**src/rtl/adc_rdo_pkg.sv**
```systemverilog
package adc_rdo_pkg;

   typedef enum logic [2:0] {
      ROLE_LOW,
      ROLE_CLK,
      ROLE_SYNC,
      ROLE_ERR,
      ROLE_HIGH
   } pin_role_e;

   // The three shared pins sit in a row starting at clk_bit.
   function automatic pin_role_e role_of(input int idx, input int clk_bit);
      if (idx < clk_bit)          return ROLE_LOW;
      else if (idx == clk_bit)    return ROLE_CLK;
      else if (idx == clk_bit+1)  return ROLE_SYNC;
      else if (idx == clk_bit+2)  return ROLE_ERR;
      else                        return ROLE_HIGH;
   endfunction

endpackage

```
**src/rtl/rdo_clkgen.sv**
```systemverilog
module rdo_clkgen #(
   parameter int SCLK_DIV = 4
) (
   input  logic clk,
   input  logic rst,
   input  logic ext_i,
   input  logic edge_inv_i,
   input  logic run_i,
   input  logic sclk_i,
   output logic tick_o,
   output logic sclk_pin_o
);
   localparam int HALF = SCLK_DIV / 2;
   localparam int CW   = (HALF > 1) ? $clog2(HALF) : 1;

   logic [CW-1:0] div_cnt;
   logic          raw;
   logic          s1, s2;
   logic          wrap;

   assign wrap = (div_cnt == CW'(HALF - 1));

   always_ff @(posedge clk) begin
      if (rst) begin
         div_cnt <= '0;
         raw     <= 1'b0;
         s1      <= 1'b0;
         s2      <= 1'b0;
      end else begin
         s1 <= sclk_i;
         s2 <= s1;
         if (!run_i || ext_i) begin
            div_cnt <= '0;
            raw     <= 1'b0;
         end else if (wrap) begin
            div_cnt <= '0;
            raw     <= ~raw;
         end else begin
            div_cnt <= div_cnt + 1'b1;
         end
      end
   end

   // Update edge: falling edge of the raw clock (internal) or the
   // synchronised host clock reaching the level equal to edge_inv_i.
   always_comb begin
      if (ext_i) tick_o = run_i && (s1 != s2) && (s1 == edge_inv_i);
      else       tick_o = run_i && wrap && raw;
   end

   assign sclk_pin_o = raw ^ edge_inv_i;

   p_tick_in_frame_r6: assert property (@(posedge clk) disable iff (rst)
      tick_o |-> run_i);

   p_ext_clk_quiet_r4: assert property (@(posedge clk) disable iff (rst)
      (ext_i && $past(ext_i)) |-> !raw);

endmodule

```
**src/rtl/rdo_shifter.sv**
```systemverilog
module rdo_shifter #(
   parameter int DATA_W = 16
) (
   input  logic              clk,
   input  logic              rst,
   input  logic              ser_i,
   input  logic              ext_i,
   input  logic              valid_i,
   input  logic [DATA_W-1:0] data_i,
   input  logic              start_i,
   input  logic              tick_i,
   output logic              busy_o,
   output logic [DATA_W-1:0] word_o,
   output logic              sdout_o,
   output logic              err_o
);
   localparam int BW = $clog2(DATA_W);
   localparam logic [BW-1:0] LAST = BW'(DATA_W - 1);

   logic [DATA_W-1:0] shreg;
   logic [BW-1:0]     bit_cnt;
   logic              ovr;
   logic              load;

   assign ovr  = valid_i && busy_o && ser_i && ext_i;
   assign load = valid_i && (!busy_o || ovr);

   always_ff @(posedge clk) begin
      if (rst) begin
         word_o  <= '0;
         shreg   <= '0;
         bit_cnt <= '0;
         busy_o  <= 1'b0;
         err_o   <= 1'b0;
      end else begin
         err_o <= ovr;
         if (load) word_o <= data_i;
         if (ovr) begin
            busy_o  <= 1'b0;
            bit_cnt <= '0;
            shreg   <= data_i;
         end else if (start_i) begin
            busy_o  <= 1'b1;
            bit_cnt <= '0;
            shreg   <= load ? data_i : word_o;
         end else if (busy_o && tick_i) begin
            shreg   <= shreg << 1;
            bit_cnt <= bit_cnt + 1'b1;
            if (bit_cnt == LAST) busy_o <= 1'b0;
         end else if (load) begin
            shreg   <= data_i;
         end
      end
   end

   assign sdout_o = shreg[DATA_W-1];

   p_err_single_r8: assert property (@(posedge clk) disable iff (rst)
      err_o |=> !err_o);

   p_abort_on_err_r10: assert property (@(posedge clk) disable iff (rst)
      err_o |-> !busy_o);

   p_full_frame_r5: assert property (@(posedge clk) disable iff (rst)
      ($fell(busy_o) && !err_o) |-> ($past(bit_cnt) == LAST && $past(tick_i)));

   p_start_only_r12: assert property (@(posedge clk) disable iff (rst)
      $rose(busy_o) |-> $past(start_i));

endmodule

```
**src/rtl/rdo_pinmux.sv**
```systemverilog
module rdo_pinmux
   import adc_rdo_pkg::*;
#(
   parameter int DATA_W  = 16,
   parameter int CLK_BIT = 9
) (
   input  logic [DATA_W-1:0] word_i,
   input  logic              sclk_pin_i,
   input  logic              sync_lvl_i,
   input  logic              err_i,
   input  logic              ser_i,
   input  logic              ext_i,
   input  logic              en_i,
   output logic [DATA_W-1:0] bus_o,
   output logic [DATA_W-1:0] oe_o
);
   for (genvar i = 0; i < DATA_W; i++) begin : g_pin
      localparam pin_role_e ROLE = role_of(i, CLK_BIT);
      if (ROLE == ROLE_LOW) begin : g_low
         assign bus_o[i] = word_i[i];
         assign oe_o[i]  = en_i && !ser_i;
      end else if (ROLE == ROLE_CLK) begin : g_clk
         assign bus_o[i] = ser_i ? sclk_pin_i : word_i[i];
         assign oe_o[i]  = en_i && !(ser_i && ext_i);
      end else if (ROLE == ROLE_SYNC) begin : g_sync
         assign bus_o[i] = ser_i ? sync_lvl_i : word_i[i];
         assign oe_o[i]  = en_i;
      end else if (ROLE == ROLE_ERR) begin : g_err
         assign bus_o[i] = ser_i ? err_i : word_i[i];
         assign oe_o[i]  = en_i;
      end else begin : g_high
         assign bus_o[i] = word_i[i];
         assign oe_o[i]  = en_i;
      end
   end
endmodule

```
**src/rtl/adc_readout_port.sv**
```systemverilog
module adc_readout_port #(
   parameter int DATA_W   = 16,
   parameter int CLK_BIT  = 9,
   parameter int SCLK_DIV = 4
) (
   input  logic              clk,
   input  logic              rst,
   input  logic [DATA_W-1:0] result_i,
   input  logic              result_valid_i,
   input  logic              ser_mode_i,
   input  logic              ext_clk_i,
   input  logic              edge_inv_i,
   input  logic              sync_inv_i,
   input  logic              cs_n_i,
   input  logic              rd_n_i,
   input  logic              sclk_i,
   output logic [DATA_W-1:0] bus_o,
   output logic [DATA_W-1:0] bus_oe_o,
   output logic              sdout_o
);
   if (SCLK_DIV < 2 || (SCLK_DIV % 2) != 0) begin : g_bad_div
      $error("SCLK_DIV must be even and at least 2");
   end
   if (DATA_W < CLK_BIT + 4) begin : g_bad_width
      $error("DATA_W too small for the shared pin group");
   end

   logic en, en_q, start, busy, tick, sclk_pin, sync_lvl, err;
   logic [DATA_W-1:0] word;

   assign en    = !(cs_n_i || rd_n_i);
   assign start = ser_mode_i && en && !en_q && !busy;

   always_ff @(posedge clk) begin
      if (rst) en_q <= 1'b0;
      else     en_q <= en;
   end

   assign sync_lvl = (busy && !ext_clk_i) ^ sync_inv_i;

   rdo_clkgen #(.SCLK_DIV(SCLK_DIV)) u_clk (
      .clk(clk), .rst(rst), .ext_i(ext_clk_i), .edge_inv_i(edge_inv_i),
      .run_i(busy), .sclk_i(sclk_i), .tick_o(tick), .sclk_pin_o(sclk_pin)
   );

   rdo_shifter #(.DATA_W(DATA_W)) u_shift (
      .clk(clk), .rst(rst), .ser_i(ser_mode_i), .ext_i(ext_clk_i),
      .valid_i(result_valid_i), .data_i(result_i), .start_i(start),
      .tick_i(tick), .busy_o(busy), .word_o(word), .sdout_o(sdout_o),
      .err_o(err)
   );

   rdo_pinmux #(.DATA_W(DATA_W), .CLK_BIT(CLK_BIT)) u_mux (
      .word_i(word), .sclk_pin_i(sclk_pin), .sync_lvl_i(sync_lvl),
      .err_i(err), .ser_i(ser_mode_i), .ext_i(ext_clk_i), .en_i(en),
      .bus_o(bus_o), .oe_o(bus_oe_o)
   );

   p_bus_off_r2: assert property (@(posedge clk) disable iff (rst)
      (cs_n_i || rd_n_i) |-> (bus_oe_o == '0));

   p_err_slave_only_r8: assert property (@(posedge clk) disable iff (rst)
      err |-> $past(ser_mode_i && ext_clk_i && result_valid_i));

endmodule

```
**config.mk**
```make
export PLATFORM = sky130hd
export DESIGN_NAME = adc_readout_port
export DESIGN_NICKNAME = d
export VERILOG_FILES = /design/src/rtl/adc_rdo_pkg.sv /design/src/rtl/rdo_clkgen.sv /design/src/rtl/rdo_shifter.sv /design/src/rtl/rdo_pinmux.sv /design/src/rtl/adc_readout_port.sv
export SDC_FILE = /design/constraint.sdc
export NUM_CORES = 1
export LEC_CHECK = 0
export BUFFER_PORTS_ARGS = -buffer_cell sky130_fd_sc_hd__buf_2
export CORE_UTILIZATION = 56
export CTS_BUF_LIST = sky130_fd_sc_hd__clkbuf_16
export DETAILED_ROUTE_END_ITERATION = 8
export PLACE_DENSITY = 0.93
export REMOVE_ABC_BUFFERS = 1
export SLEW_MARGIN = 20
export SYNTH_ARGS = -nofsm -noshare
export SYNTH_HDL_FRONTEND = slang
export SYNTH_SLANG_ARGS = --single-unit
```
**constraint.sdc**
```tcl
create_clock -name clk -period 3.1 [get_ports clk]
set_clock_uncertainty 0.1 [all_clocks]
set_input_delay 0.31 -clock clk [delete_from_list [all_inputs] [get_ports clk]]
set_output_delay 0.31 -clock clk [all_outputs]
set_load 0.05 [all_outputs]
```
==> results.json <==
{
  "synth_xor_area_share_pct": 2.37,
  "dieHeight_microns": 64.9,
  "synth_warnings": 0,
  "final.min_clock_period_ns": 2.41,
  "path_delay_family": "simple AND/OR/NAND/NOR gates",
  "max_clock_freq_mhz": 415,
  "detailroute.via_count": 1940,
  "worst_ep_arrival_time_ns": 2.53,
  "drt-total-wl_microns": 4950,
  "design.die.area_sq_um": 4210,
  "holdCritPathClass": "primary input to flip-flop",
  "worst_pin_slew_ns": 0.866,
  "grt_util_all_layers_pct": 24.8,
  "placeableCoreArea_sq_um": 3720,
  "worstSetupPathType": "flip-flop to flip-flop",
  "reg2regPathDepth": 5,
  "drv_cap": 0,
  "post_synth_most_frequent_cells": "dfxtp_1 (43), nor2_1 (38), nand2_1 (35)",
  "ys_seq_area_share_pct": 38.9,
  "grt_setup_unrepaired": "no",
  "placed_cells": 332,
  "power.density_cell_area_nw_per_um2": 577,
  "cts.root.buffer_cell": "clkbuf_16",
  "async_reset_ff_share_pct": 0,
  "total_power_mw": 1.43,
  "grt_max_degree": 42,
  "grt_remaining_overflow": 0,
  "globalplace.congestion": 0.785,
  "critPathSlowestCell": "nor4_4",
  "timing.slew.headroom_pct": 41.8,
  "drive_above_1_share_pct": 25.3,
  "clock_insertion_delay_worst_skew_ns": 0.28,
  "placed_cell_area_sq_um": 2310,
  "least_setup_slack_across_all_paths_after_layout_ns": 0.690,
  "num_io_pins": 59,
  "filler_cell_count": 299,
  "area_delta_synth_final_pct": 11.8,
  "synth_simple_gate_area_share_pct": 24.1,
  "synth_edf_count": 0,
  "antenna_found_initial": 0,
  "clk_pin_slew_ns": 0.06,
  "setup.worst_path.start_class": "flip-flop",
  "cp_cell_sequence": "and3b_1 -> o211ai_1 -> nand2_1 -> nor4_4 -> a22o_1",
  "post_drt_via_cell_ratio": 5.71,
  "power.static_leakage_nw": 1.08,
  "timing_max_transition_violations_final": 0,
  "tritoncts": "done",
  "drtAntennaViolNets": 0,
  "netlist_instances": 265,
  "post_layout_nonfiller_instances": 340,
  "critical_path_depth": 5,
  "syn-cell-area_sq_um": 2210,
  "crit_path_max_fanout": 15,
  "ys_types": 38,
  "cts.hold.buffers_added": 0,
  "drt_first_iter_violations": 211,
  "largest_family_of_logic_cells_by_synthesized_area": "simple AND/OR/NAND/NOR gates",
  "grt_first_pass_wirelength_microns": 8020,
  "leading_cell_type_by_number_of_instances_after_synthesis": "dfxtp_1",
  "drcViolationCount": 0,
  "cts_resized": 0,
  "cts_htree_levels": 2,
  "crit_buf_inv": 0,
  "synthAdderAreaFrac_pct": 0.565,
  "std_cell_rows": 22,
  "post_synth.cell_area_avg_sq_um": 8.36,
  "cpPeakStageDelay_ns": 0.78,
  "numCtsBuffers": 5,
  "synth_largest_type_area_fraction_pct": 38.9,
  "number_of_hold_slack_violations_in_the_final_timing_report": 0,
  "cts-root-to-sink-buffers": 2,
  "max-vdd-ir-drop_uv": 320,
  "clock_sinks": 43,
  "post-cts-setup-buffer-count": 0,
  "first_pass_iters": 4,
  "postLayoutCellArea_sq_um": 2470,
  "netlist.top_cell.by_area": "dfxtp_1",
  "hold-worst-slack_ns": 0.140,
  "final-setup-viol-count": 0,
  "worst_setup_path_end_kind": "flip-flop",
  "numPortBuffers": 58,
  "floorplan.initialDensity_pct": 59.6,
  "final.period_utilization_pct": 77.7,
  "holdPathStages": 2,
  "outcome": "finished, final reports clean",
  "worst_ep_required_time_ns": 3.22,
  "post_drt_wl_per_cell_microns": 14.6,
  "synth_compound_gate_area_share_pct": 20.5,
  "detailedPlace.worstSlack_ns": 0.680,
  "leading_register_cell_type_out_of_synthesis": "dfxtp_1",
  "dp_hpwl_microns": 3150,
  "num-nets-final": 318,
  "synth_top_cells_by_area": "dfxtp_1 (39%), buf_4 (9.5%), nor2_1 (6.4%)",
  "via_count_of_the_first_global_routing_pass": 1789,
  "synth.area.mux_share_pct": 0.960,
  "ys_seq_elements": 43,
  "number_of_diodes": 0,
  "die_width_microns": 64.9
}
## metal layers
layer | GRT usage, % | vias up | share of wire [%]
met4 | 11.1 | 0 | 1.7
met2 | 42.4 | 72 | 49
met1 | 30.3 | 900 | 43
met3 | 4.05 | 11 | 6.5
met5 | 0 | - | 0
li1 | - | 957 | -
## final cells by class
class / instances / area (sq um) / area share (%)
timing repair buffer: 61 / 313 / 12.6
clock buffer: 5 / 125 / 5.06
inverter: 1 / 3.75 / 0.152
tap: 48 / 60.1 / 2.43
clock inverter: 3 / 38.8 / 1.57
multi-input combinational: 179 / 1070 / 43.4
sequential: 43 / 861 / 34.8
## where the power goes
part | total, mW | internal [mW] | leakage (nW) | switching (mW)
clock | 0.576 | 0.375 | 0.0812 | 0.201
sequential | 0.610 | 0.588 | 0.353 | 0.0224
combinational | 0.241 | 0.0748 | 0.645 | 0.166
total | 1.43 | 1.04 | 1.08 | 0.390
## placed cells by master (no fill, tap or decap), types with 2 or more instances in the layout
cell / n
buf_2: 58
dfxtp_1: 43
nor2_1: 38
nand2_1: 35
a21oi_1: 19
nand2b_1: 16
a2111oi_0: 15
a22o_1: 15
xnor2_1: 6
clkbuf_16: 5
nor2b_1: 4
nor3_1: 4
nand3_1: 3
buf_4: 3
and2_1: 2
nor4_4: 2
## through the flow
| step | setup TNS, ns | util, % |
|---|---|---|
| finish | 0 | 66.6 |
| CTS | 0 | 66.6 |
| global placement | 0 | 62.2 |
| global route | 0 | 66.6 |
| detailed placement | 0 | 62.2 |
| floorplan | -70.54 | - |
## flip-flops by register name (all words and copies together) (netlist names)
register / cells
en_q: 1
u_clk.div_cnt: 1
u_clk.raw: 1
u_clk.s1: 1
u_clk.s2: 1
u_shift.bit_cnt: 4
u_shift.busy_o: 1
u_shift.err_o: 1
u_shift.shreg: 16
u_shift.word_o: 16
## cells by family after synthesis
kind of cell / Yosys count
buffers and inverters: 43
flip-flops: 43
XOR/XNOR: 6
adder cells (fa/ha/maj): 1
AND/OR/NAND/NOR: 110
multiplexers: 2
AO/OA/AOI/OAI: 60
## worst paths after layout
check / startpoint / end / slack (ns)
max: u_clk.s2$_SDFF_PP0_ / u_shift.shreg[10]$_SDFFE_PP0P_ / 0.69
min: sclk_i / u_clk.s1$_SDFF_PP0_ / 0.14
max reg2reg: u_clk.s2$_SDFF_PP0_ / u_shift.shreg[10]$_SDFFE_PP0P_ / 0.69
min reg2reg: u_shift.word_o[7]$_SDFF_PP0_ / u_shift.word_o[7]$_SDFF_PP0_ / 0.37
Power figures use the tool's default switching activity.
